<file path="config.mk">
export PLATFORM = sky130hd
export DESIGN_NAME = irqm_ctrl
export DESIGN_NICKNAME = d
export VERILOG_FILES = /design/src/rtl/irqm_pkg.sv /design/src/rtl/irqm_mask_reg.sv /design/src/rtl/irqm_edge_latch.sv /design/src/rtl/irqm_sout_reg.sv /design/src/rtl/irqm_ctrl.sv
export SDC_FILE = /design/constraint.sdc
export NUM_CORES = 1
export LEC_CHECK = 0
export ABC_AREA = 1
export BUFFER_PORTS_ARGS = -buffer_cell sky130_fd_sc_hd__buf_2
export CAP_MARGIN = 20
export CORE_AREA = 2 2 39 41
export CTS_CLUSTER_SIZE = 10
export DETAILED_ROUTE_END_ITERATION = 12
export DIE_AREA = 0 0 41 43
export SKIP_CTS_REPAIR_TIMING = 1
export SLEW_MARGIN = 20
export SYNTH_ARGS = -nofsm -noshare
export SYNTH_HDL_FRONTEND = slang
export SYNTH_SLANG_ARGS = --single-unit
</file>
<file path="constraint.sdc">
create_clock -name clk -period 1.3 [get_ports clk]
set_input_delay 0.195 -clock clk [delete_from_list [all_inputs] [get_ports clk]]
set_output_delay 0.195 -clock clk [all_outputs]
set_load 0.01 [all_outputs]
</file>
<file path="src/rtl/irqm_pkg.sv">
package irqm_pkg;
  localparam int LINES    = 3;
  localparam int BYTE_W   = 8;
  localparam int TOP_LINE = LINES - 1;

  // Bit positions inside the status byte.
  localparam int ST_MASK_LSB = 0;
  localparam int ST_PEND_LSB = 4;
  localparam int ST_SIN_BIT  = 7;

  typedef struct packed {
    logic             so_data;   // [7]
    logic             so_upd;    // [6]
    logic             spare;     // [5]
    logic             clr_top;   // [4]
    logic             mask_ld;   // [3]
    logic [LINES-1:0] mask;      // [2:0]
  } ctl_byte_t;
endpackage

</file>
<file path="src/rtl/irqm_mask_reg.sv">
module irqm_mask_reg #(
  parameter int W = 3
) (
  input  logic         clk,
  input  logic         rst_n,
  input  logic         load,
  input  logic [W-1:0] din,
  output logic [W-1:0] mask
);
  always_ff @(posedge clk or negedge rst_n) begin
    if (!rst_n)    mask <= '1;
    else if (load) mask <= din;
  end
endmodule

</file>
<file path="src/rtl/irqm_edge_latch.sv">
module irqm_edge_latch (
  input  logic clk,
  input  logic rst_n,
  input  logic line,
  input  logic clr,
  output logic pend
);
  logic line_q;
  logic rise;

  assign rise = line & ~line_q;

  always_ff @(posedge clk or negedge rst_n) begin
    if (!rst_n) begin
      line_q <= 1'b0;
      pend   <= 1'b0;
    end else begin
      line_q <= line;
      // A new edge outranks a clear in the same cycle.
      pend   <= rise | (pend & ~clr);
    end
  end
endmodule

</file>
<file path="src/rtl/irqm_sout_reg.sv">
module irqm_sout_reg (
  input  logic clk,
  input  logic rst_n,
  input  logic upd,
  input  logic din,
  output logic sout
);
  always_ff @(posedge clk or negedge rst_n) begin
    if (!rst_n)   sout <= 1'b0;
    else if (upd) sout <= din;
  end
endmodule

</file>
<file path="src/rtl/irqm_ctrl.sv">
module irqm_ctrl
  import irqm_pkg::*;
(
  input  logic              clk,
  input  logic              rst_n,
  input  logic              ctl_we,
  input  logic [BYTE_W-1:0] ctl_byte,
  output logic [BYTE_W-1:0] stat_byte,
  input  logic [LINES-1:0]  irq_line,
  input  logic              top_ack,
  input  logic              ser_in,
  output logic              ser_out,
  output logic [LINES-1:0]  irq_req
);
  ctl_byte_t        ctl;
  logic [LINES-1:0] mask_q;
  logic [LINES-1:0] pending;

  assign ctl = ctl_byte;

  irqm_mask_reg #(.W(LINES)) u_mask (
    .clk  (clk),
    .rst_n(rst_n),
    .load (ctl_we & ctl.mask_ld),
    .din  (ctl.mask),
    .mask (mask_q)
  );

  for (genvar i = 0; i < LINES; i++) begin : g_line
    if (i == TOP_LINE) begin : g_edge
      irqm_edge_latch u_latch (
        .clk  (clk),
        .rst_n(rst_n),
        .line (irq_line[i]),
        .clr  ((ctl_we & ctl.clr_top) | top_ack),
        .pend (pending[i])
      );
    end else begin : g_level
      assign pending[i] = irq_line[i];
    end
  end

  irqm_sout_reg u_sout (
    .clk  (clk),
    .rst_n(rst_n),
    .upd  (ctl_we & ctl.so_upd),
    .din  (ctl.so_data),
    .sout (ser_out)
  );

  assign irq_req = pending & ~mask_q;

  always_comb begin
    stat_byte = '0;
    stat_byte[ST_MASK_LSB +: LINES] = mask_q;
    stat_byte[ST_PEND_LSB +: LINES] = pending;
    stat_byte[ST_SIN_BIT]           = ser_in;
  end
endmodule

</file>
After elaboration in Yosys (flattened, before gate mapping)
Cells that the tools add are included.
{ "classes": {"n_bitwise": 11} }
{ "op_table": {"columns": ["op", "count"], "rows": [
  ["$and 1x1->1", 5],
  ["$and 3x3->3", 1],
  ["$not 3->3", 1],
  ["$not 1->1", 2],
  ["$or 1x1->1", 2]
]} }
{ "totals": {"input_bits": 16, "output_inout_bits": 12, "reg_bits": 6} }

Depth between registers and ports, before layout
{ "depth": {"ltp_word": 5, "ltp_mapped": 3} }

Hierarchy
Synthesis repeated with hierarchy kept, for this count alone.
{ "hier_totals": {"cells_unflattened": 43, "area_unflattened_um2": 307.8} }
{ "by_module_without_submodules": {"columns": ["mod", "cells_per_inst", "area_per_inst_um2", "instances", "seq_area_each_um2"], "rows": [
  ["irqm_mask_reg", 13, 116.4, 1, 78.8],
  ["irqm_ctrl", 18, 82.6, 1, 0.0],
  ["irqm_edge_latch", 7, 68.8, 1, 50.0],
  ["irqm_sout_reg", 5, 40.0, 1, 25.0]
]} }

Worst setup path after synthesis
OpenSTA, ideal clock, no wires.
{ "synth_path": {"path_kind": "register to output", "startpoint": "reg u_mask.mask[0]", "endpoint": "out irq_req[0]", "arrival_time_ps": 616, "required_ps": 1105, "stages_incl_launch_ff": 2, "path_slack_ps": 489, "path_cell_list": "dfstp_2 > nor2_1"} }
{ "synth_between": {"elab_chain_cells": 2} }
{ "synth_rtl": {"columns": ["element", "line", "rtl"], "rows": [
  ["start, declared", "irqm_mask_reg.sv:8", "output logic [W-1:0] mask"],
  ["start signal, assigned", "irqm_mask_reg.sv:12", "else if (load) mask <= din;"],
  ["$not 3->3", "irqm_ctrl.sv:51", "assign irq_req = pending & ~mask_q;"],
  ["$and 3x3->3", "irqm_ctrl.sv:51", null],
  ["end, declared", "irqm_ctrl.sv:13", "output logic [LINES-1:0] irq_req"]
]} }
Every way passes these cells.

Worst setup path in the final report
{ "layout_path": {"startpoint": "reg u_mask.mask[1]", "endpoint": "out irq_req[1]"} }
The elaborated chain is that of the path after synthesis.

==> results.toml <==
[setup_path]
r2r-end = "u_mask.mask[1]$_DFFE_PN1P_"
endpoint_kind = "output pin"
cpPeakStageDelay_ps = 540
start_kind = "flip-flop"
critPathArrivalTime_ps = 950
crit_path_end = "irq_req[1]"
critPathLaunch = "u_mask.mask[1]$_DFFE_PN1P_"
crit_slowest_cell = "dfstp_2"
path_cells = "nor2_1 -> buf_2"
path_max_fanout = 3
crit_type = "reg -> out"
reg2reg_depth = 2
reg2reg_slack_ps = 600
r2r-start = "u_mask.mask[1]$_DFFE_PN1P_"
required_ps = 1110

[placed_design]
place.gp.congestion = 0.636
place_inst = 72
hpwl_um = 524
port_buffers = 23

[detailed_routing]
initialDrtViolationCount = 0
vias = 298
firstDrtPassIters = 1
totalWireLength_um = 620
drc = 0
drtAntennaViolNets = 0
viasPerCell = 3.87
wl_per_cell_um = 8.05

[logic_synthesis]
synth.ff_latch_count = 6
ys_warn_count = 0
syn_inst = 38
synthDistinctLibCells = 9
synth_top_area_cell = "dfstp_2"
ys_seq_area_frac = 0.510
syn_avg_cell_area_um2 = 7.94
synth_top_area_share = 0.261
synth.area.top_cells = "dfstp_2 (26%), dfrtp_1 (25%), nand2_1 (15%)"
synth_nets = 54
syn_area_um2 = 302

[die]
die_y_um = 43
core_um2 = 1380
die-area_um2 = 1760
initial_utilization = 0.218
io_pins = 28
num_rows = 14
die-width_um = 41

[global_routing]
grt_pass1_vias = 263
grt_use_total = 0.0940
grt_pass1_wl_um = 1000
grt_max_degree = 8
antenna_found_initial = 0
grt.overflow.total = 0

[clock_network]
cts.sinks = 6
clk_path_buf_depth = 2
cts_tree = "yes"
root_buffer = "clkbuf_4"
htree_levels = 1
cts_buffers = 3
clk_pin_slew_ps = 50
clock_latency_ps = 240

[final_layout]
n_antenna_cell = 0
fin_cells = 77
drive_gt1_frac = 0.492
finalCoreUtilization = 0.315
layout.nets = 78
fillers = 155
area_delta_synth_final_pct = 44.4
multi_input_area_um2 = 91.3
final-seq-area_um2 = 154

[power_and_ir_drop]
powerDensity_nw_per_um2 = 1190
peakVddDrop_v = 0.000695
power.leakage_nw = 0.266

[timing]
fin_crit_ps = 1140
rsz0062_at_grt = "no"
min_period_over_period = 0.880
maxSlewViolCount = 0
setup_violations = 0
hold_viol_final = 0
fin_skew_ps = 0.0678
fmax_mhz = 875
final.setup.tns_ps = 0

[min_path]
hp-class = "in -> reg"

[run]
drv_cap = 0

[run_status]
outcome = "finished, final reports clean"
## worst max-delay path, delay by kind of cell, from the launching register on
kind / cells / cell delay (ps)
flip-flops: 1 / 540
AND/OR/NAND/NOR: 1 / 40
buffers and inverters: 1 / 130
## cell families after synthesis
family | after synthesis | share of synthesized area
and+or+nand+nor | 21 | 0.290
other | 1 | 0.0124
buffers and inverters | 10 | 0.187
DFF | 6 | 0.510
## placed cells by master (no fill, tap or decap)
cell type,count
dfrtp_1,3
buf_2,23
conb_1,1
nand2_1,12
nand2_2,1
clkbuf_4,3
clkbuf_1,1
dlygate4sd3_1,1
inv_1,5
nand3_1,5
dfstp_2,3
nor2_1,3
## metal layers
metal,track usage,part of all wire
met1,0.0921,0.38
met5,0,0
met4,0.0400,0
met2,0.128,0.44
met3,0.0942,0.18
## where the power goes
group / internal (mW) / switching [mW]
combinational: 0.0490 / 0.0556
sequential: 0.216 / 0.0125
clock: 0.116 / 0.0693
## registers in the layout, indices dropped and copies added, names as in the netlist
signal                        cells
u_sout.sout                       1
g_line.g_edge.u_latch.line_q      1
u_mask.mask                       3
g_line.g_edge.u_latch.pend        1
## cell type report
type	count	share of cell area
well taps	16	0.0460
clock buffers	4	0.0603
repair buffers	24	0.287
multi-input cells	22	0.210
inverters	5	0.0431
flip-flops and latches	6	0.353
## Yosys cell counts, drive strengths merged
cell type	n
nand3	5
nand2	13
conb	1
nor2	3
dfrtp	3
inv	5
buf	5
dfstp	3
## worst min-delay path by stage
stage / cells past startpoint / endpoint / slack (ps) / from
finish: 1 / g_line[2].g_edge.u_latch.line_q$_DFF_PN0_ / 70 / irq_line[2]
global route: 1 / g_line[2].g_edge.u_latch.line_q$_DFF_PN0_ / 50 / irq_line[2]
CTS: 1 / g_line[2].g_edge.u_latch.pend$_DFF_PN0_ / -240 / rst_n
detailed placement: 1 / u_sout.sout$_DFFE_PN0P_ / 30 / rst_n
global placement: 1 / u_sout.sout$_DFFE_PN0P_ / 20 / rst_n
floorplan: 0 / g_line[2].g_edge.u_latch.line_q$_DFF_PN0_ / -100 / rst_n
## per-stage QoR
stage / total power [mW] / hold slack, ps / cell area [um^2] / worst slack (ps)
6_report: 0.519 / 72.3 / 435 / 157
5_1_grt: 0.572 / 45.4 / 435 / 101
4_1_cts: 0.530 / -241 / 425 / 144
3_5_place_dp: 0.336 / 25.4 / 399 / 411
3_3_place_gp: 0.334 / 24.6 / 399 / 412
2_1_floorplan: 0.288 / -101 / 302 / 489
No activity file was read; power rests on OpenSTA's default activity.
